### src/rtl/smram_pkg.sv
package smram_pkg;
  typedef enum logic [1:0] {
    RT_MAIN  = 2'd0,
    RT_SMRAM = 2'd1,
    RT_DENY  = 2'd2
  } route_e;

  localparam int WIN_OVL   = 0;
  localparam int WIN_SEP   = 1;
  localparam int WIN_ALIAS = 2;
  localparam int WIN_COUNT = 3;
endpackage

### src/rtl/smram_window.sv
module smram_window #(
  parameter int ADDR_W    = 32,
  parameter int SIZE_LOG2 = 15,
  parameter logic [ADDR_W-1:0] BASE = '0
) (
  input  logic [ADDR_W-1:0]    addr,
  output logic                 hit,
  output logic [SIZE_LOG2-1:0] offset
);
  localparam int TAG_W = ADDR_W - SIZE_LOG2;
  localparam logic [TAG_W-1:0] BASE_TAG = BASE[ADDR_W-1:SIZE_LOG2];

  always_comb begin
    hit    = (addr[ADDR_W-1:SIZE_LOG2] == BASE_TAG);
    offset = addr[SIZE_LOG2-1:0];
  end
endmodule

### src/rtl/smram_route.sv
module smram_route
  import smram_pkg::*;
#(
  parameter int ADDR_W    = 32,
  parameter int SIZE_LOG2 = 15,
  parameter logic [ADDR_W-1:0] OVL_BASE = 32'h0003_8000
) (
  input  logic [WIN_COUNT-1:0] hit,
  input  logic [SIZE_LOG2-1:0] off_ovl,
  input  logic [SIZE_LOG2-1:0] off_sep,
  input  logic [SIZE_LOG2-1:0] off_alias,
  input  logic [ADDR_W-1:0]    addr,
  input  logic                 req_cpu,
  input  logic                 smm_act_n,
  input  logic                 man_open,
  input  logic                 mode_sep,
  output route_e               route,
  output logic [ADDR_W-1:0]    addr_out
);
  localparam int PAD_W = ADDR_W - SIZE_LOG2;

  logic granted;

  always_comb begin
    granted  = req_cpu & (~smm_act_n | man_open);
    route    = RT_MAIN;
    addr_out = addr;
    if (mode_sep) begin
      if (hit[WIN_SEP]) begin
        if (granted) begin
          route    = RT_SMRAM;
          addr_out = {{PAD_W{1'b0}}, off_sep};
        end else begin
          route    = RT_DENY;
          addr_out = '0;
        end
      end
    end else begin
      if (hit[WIN_OVL] && granted) begin
        route    = RT_SMRAM;
        addr_out = {{PAD_W{1'b0}}, off_ovl};
      end else if (hit[WIN_ALIAS] && !smm_act_n) begin
        addr_out = OVL_BASE | {{PAD_W{1'b0}}, off_alias};
      end
    end
  end
endmodule

### src/rtl/smram_guard.sv
module smram_guard
  import smram_pkg::*;
#(
  parameter int ADDR_W    = 32,
  parameter int SIZE_LOG2 = 15,
  parameter logic [ADDR_W-1:0] OVL_BASE   = 32'h0003_8000,
  parameter logic [ADDR_W-1:0] SEP_BASE   = 32'h0100_0000,
  parameter logic [ADDR_W-1:0] ALIAS_BASE = 32'h0020_0000
) (
  input  logic              clk,
  input  logic              rst,
  input  logic              addr_strobe,
  input  logic [ADDR_W-1:0] addr,
  input  logic              req_cpu,
  input  logic              smm_act_n,
  input  logic              man_open,
  input  logic              mode_sep,
  output logic              out_valid,
  output logic              sel_smram,
  output logic              sel_main,
  output logic              denied,
  output logic [ADDR_W-1:0] mem_addr
);
  localparam logic [WIN_COUNT*ADDR_W-1:0] BASES = {ALIAS_BASE, SEP_BASE, OVL_BASE};

  logic [WIN_COUNT-1:0] hit;
  logic [SIZE_LOG2-1:0] offs [WIN_COUNT];
  route_e               route;
  logic [ADDR_W-1:0]    addr_nxt;

  for (genvar i = 0; i < WIN_COUNT; i++) begin : g_win
    smram_window #(
      .ADDR_W   (ADDR_W),
      .SIZE_LOG2(SIZE_LOG2),
      .BASE     (BASES[i*ADDR_W +: ADDR_W])
    ) win_i (
      .addr  (addr),
      .hit   (hit[i]),
      .offset(offs[i])
    );
  end

  smram_route #(
    .ADDR_W   (ADDR_W),
    .SIZE_LOG2(SIZE_LOG2),
    .OVL_BASE (OVL_BASE)
  ) route_i (
    .hit      (hit),
    .off_ovl  (offs[WIN_OVL]),
    .off_sep  (offs[WIN_SEP]),
    .off_alias(offs[WIN_ALIAS]),
    .addr     (addr),
    .req_cpu  (req_cpu),
    .smm_act_n(smm_act_n),
    .man_open (man_open),
    .mode_sep (mode_sep),
    .route    (route),
    .addr_out (addr_nxt)
  );

  always_ff @(posedge clk) begin
    if (rst) begin
      out_valid <= 1'b0;
      sel_smram <= 1'b0;
      sel_main  <= 1'b0;
      denied    <= 1'b0;
      mem_addr  <= '0;
    end else begin
      out_valid <= addr_strobe;
      sel_smram <= addr_strobe && (route == RT_SMRAM);
      sel_main  <= addr_strobe && (route == RT_MAIN);
      denied    <= addr_strobe && (route == RT_DENY);
      mem_addr  <= addr_strobe ? addr_nxt : '0;
    end
  end
endmodule

### config.mk
export PLATFORM = sky130hd
export DESIGN_NAME = smram_guard
export DESIGN_NICKNAME = d
export VERILOG_FILES = /design/src/rtl/smram_pkg.sv /design/src/rtl/smram_window.sv /design/src/rtl/smram_route.sv /design/src/rtl/smram_guard.sv
export SDC_FILE = /design/constraint.sdc
export NUM_CORES = 1
export LEC_CHECK = 0
export CAP_MARGIN = 10
export CORE_MARGIN = 5
export CORE_UTILIZATION = 32
export CTS_CLUSTER_SIZE = 10
export DETAILED_ROUTE_END_ITERATION = 10
export PLACE_DENSITY = 0.83
export SYNTH_ARGS = -nofsm -noshare
export SYNTH_HDL_FRONTEND = slang
export SYNTH_SLANG_ARGS = --single-unit
### constraint.sdc
create_clock -name clk -period 1.41 [get_ports clk]
set_input_delay 0.282 -clock clk [delete_from_list [all_inputs] [get_ports clk]]
set_output_delay 0.282 -clock clk [all_outputs]
set_load 0.02 [all_outputs]
# After elaboration in Yosys (flattened, before gate mapping)
# Index checks and enable logic that the tools add are counted.
# op_classes
muxes	9
bitwise	4
n_reduce_logical	8
n_eq_ne	5
# ops
operator	n
2-to-1 mux 32 bit	4
equality test 17 x 10 -> 1 bit (second input constant)	1
equality test 17 x 3 -> 1 bit (second input constant)	1
equality test 17 x 7 -> 1 bit (second input constant)	1
2-to-1 mux 15 bit	1
2-to-1 mux 2 bit	3
logical AND 1 bit	5
equality test 2 x 1 -> 1 bit (second input constant)	1
equality test 2 bit (second input constant)	1
logical NOT 2 bit	1
inverter 1 bit	2
OR reduction 2 bit	1
AND 1 bit	1
logical NOT 1 bit	1
2-to-1 mux 1 bit	1
bitwise OR 1 bit	1
# totals
output_inout_bits	36
regBits	36
in_bits	39
elab_cells	31

# Depth between registers and ports, before layout
# logic_depth
ltp_word	8
depth_mapped	5
ltp_nobuf	4

# Modules after synthesis
# From an unflattened synthesis, not the netlist that was laid out.
# hier_totals
hier_cells	283
area_unflattened_um2	2467.4
# by_module_without_submodules
mod	instances	area_each_um2	cells_each	seq_area_each_um2
smram_guard	1	1116.1	78	720.7
smram_route	1	823.3	142	0.0
smram_window at g_win[1].win_i ...	2	175.2	21	0.0
smram_window at g_win[0].win_i	1	177.7	21	0.0

# Least setup slack after synthesis
# No wires, ideal clock.
# synth_timing
path_kind	input-to-reg
start	input addr[23]
end	register mem_addr[20]
stages	4
t_required_ns	1.281
t_arrival_ns	1.357
setup_time_ns	0.129
setup_slack_ns	-0.076
path_buffers	1
cell_sequence	or3_1 nor4_4 buf_4 nor3b_1
# synth_between
elab_chain_cells	5
elab_cells_between_ends	9
classes_between	3 x eq/ne; 4 x mux; 2 x reduce/logical
# synth_lines
element	line_no	text
start: declaration	smram_guard.sv:13	input logic [ADDR_W-1:0] addr,
equality test 17 x 7 -> 1 bit	smram_window.sv:14	hit = (addr[ADDR_W-1:SIZE_LOG2] == BASE_TAG);
logical AND 1 bit	smram_route.sv:42	end else if (hit[WIN_ALIAS] && !smm_act_n) begin
2-to-1 mux 32 bit	smram_route.sv:42	
2-to-1 mux 32 bit	smram_route.sv:39	if (hit[WIN_OVL] && granted) begin
2-to-1 mux 32 bit (*)	smram_route.sv:28	if (mode_sep) begin
end signal: assignment	smram_guard.sv:73	mem_addr <= addr_strobe ? addr_nxt : '0;
end: declaration	smram_guard.sv:22	output logic [ADDR_W-1:0] mem_addr
# Every way passes the cells marked *; elsewhere a longest branch is shown, timed or not.
# A chain may end at the register's enable or synchronous reset.

# Worst setup path in the final report
# layout_timing
start	input addr[19]
end	register mem_addr[22]
# The elaborated chain is that of the path after synthesis.

==> metrics.cfg <==
[timing]
hold_viol_final=0
setup_viol=0
tightest_slew_ns=0.3175
rsz0062_at_grt=true
max_slew_margin_pct=78.67
max_clock_freq_mhz=728.7
fin_crit_ns=1.372
final.setup.tns_ns=0
fin_crit_sh_pct=97.33
drv_slew=0

[cts]
cts_sinks=36
numCtsBuffers=5
cts_tree=done
holdBufCountCts=0
root_buffer=clkbuf_8
clk_pin_slew_ns=0.07
cts-htree-levels=2
cts_max_path_buffers=2

[global_route]
grt-busiest-layer=met2
grtUsageMet1_pct=16.32
grt_use_met2_pct=26.16
grt_overflow_total=0
groute.usage.overall_pct=15.12
grt_start_max_net_pins=12
antenna_found_initial=0
use_met3_pct=6.960
grt_pass1_vias=1219
grt_first_pass_wirelength_mm=5.809

[logic_synthesis]
netlist_area_um2=1194
synth_area_leaders=dfxtp_1 60%, and2_1 8.9%, nor3b_1 5.7%
ys_seq_area_share_pct=60.38
yosysTopAreaCellShare_pct=60.38
ys_seq_elements=36
synth_top_area_cell=dfxtp_1
synth_cell_types=29
synth_edf_count=0
ys.warnings.count=0
syn_nets=142
synthFlopType=dfxtp_1
async_flop_share_pct=0
syn_area_per_cell_um2=11.59
netlist_instances=103

[layout]
multiInputGateArea_um2=543.0
num-fill-cells=321
final_cell_area_um2=2270
area_growth_pct=90.15
drive_above_1_share_pct=34.98
layout_common_cells=36 x dfxtp_1, 36 x dlygate4sd2_1, 20 x clkdlybuf4s50_1, 17 x and2_1, 17 x buf_4
fin_nets=241
seqCellArea_um2=720.7
antenna_cells=0

[routing]
dr.pass1.iters=3
viasPerCell=4.462
drt-initial-drc-count=20
vias=1120
wirelength_mm=3.590
ant_nets=0
drcViolationCount=0
wl_per_cell_um=14.30

[floorplanning]
pin_count=75
initial_core_util_pct=32.85
die_y_um=71.08
die_area_um2=5052
num_rows=22
die_w_um=71.08
coreArea_um2=3633

[critical_path]
worstPathArrival_ns=1.54
worstPathMaxFanout=8
critical_path_class=input pin to flip-flop
startpoint_type=input pin
crit_end=mem_addr[22]
crit_family=simple AND/OR/NAND/NOR gates
critPathLaunch=addr[19]
worstPathCellList=buf_6 > nor4_4 > nand3_4 > buf_6 > nor4_4 > buf_6 > nor3b_2
crit_path_max_incr_delay_ns=0.36
critical_path_buf_inv_count=3
path_depth=7
crit_required_ns=1.58
worst_path_most_repeated_cell=buf_6
slowest_stage=nor4_4
crit_path_end_kind=flip-flop

[job]
drv_cap=0

[placement]
io_buffers=74
dp_hpwl_mm=2.712
gp_congestion=0.7780
detailed_place.area_um2=2111

[run_status]
status=finished clean

[pwr]
peakVddDrop_v=0.0006206
power_density_nw_per_um2=995.5
leakage_uw=0.001079

[worst_hold_path]
holdCritStartpoint=addr[23]
hold_class=input pin to flip-flop

## through the flow
| step | setup WS [ns] | hold WS [ns] | instances | total power (µW) | util, % |
|---|---|---|---|---|---|
| floorplan | -0.06866 | 0.3942 | 103 | 1198 | - |
| global placement | -0.5740 | 0.8490 | 239 | 1431 | 58.09 |
| detailed placement | -0.6252 | 0.8511 | 239 | 1436 | 58.09 |
| CTS | 0.001080 | 0.2606 | 251 | 2281 | 61.64 |
| global route | -0.07565 | 0.2738 | 251 | 2346 | 62.47 |
| finish | 0.03763 | 0.2505 | 251 | 2259 | 62.47 |
## how the worst min path moves through the flow
stage	slack, ns	endpoint	cells after the start
2_1_floorplan	0.39	mem_addr[24]	2
3_3_place_gp	0.85	mem_addr[7]	2
3_5_place_dp	0.85	mem_addr[13]	2
4_1_cts	0.26	mem_addr[18]	2
5_1_grt	0.27	mem_addr[20]	2
6_report	0.25	mem_addr[23]	2
## state kept, by name, summed over array words and instances, names as in the netlist
name,count
mem_addr,32
sel_main,1
sel_smram,1
denied,1
out_valid,1
## cells in the mapped netlist (2+ instances only)
cell type and n:
inv_1 6, dfxtp_1 36, nor3_1 4, nor4_4 3
nor2_1 3, and2_1 17, nor3b_1 9, a211oi_1 3
nand3_1 2
## kinds of logic (layout without fill, tap and decap cells)
logic type      Yosys count  count (layout)  share of synthesized area [%]
simple gates             50              50                          31.87
flops                    36              36                          60.38
buf+inv                  10             110                          3.563
compound gates            7               7                          4.193
## layer usage
layer	wire length (µm)	vias to the layer above
met1	1474	511
met5	0	-
met2	1713	62
li1	-	543
met3	347	4
met4	54	0
## repair_timing
| action | 4_1_cts | 5_1_grt |
|---|---|---|
| pin swaps | 12 | 15 |
| gates resized for setup | 100 | 28 |
| endpoints found under the setup margin | 68 | 31 |
| buffers inserted | 3 | 0 |
| cloned | 1 | 0 |
## where the power goes
part | total [µW] | leakage [µW] | switching [µW] | internal, µW
Clock | 865 | 0.0000552 | 341 | 524
Sequential | 1060 | 0.000296 | 8.32 | 1060
Combinational | 330 | 0.000728 | 151 | 178
## layout make-up
class / count / area share (%)
clock buffers: 6 / 3.197
clock inverters: 2 / 1.544
inverters: 7 / 1.158
multi-input cells: 57 / 23.93
flip-flops and latches: 36 / 31.75
well taps: 48 / 2.646
repair buffers: 95 / 35.78
(Power assumes the default switching activity.)
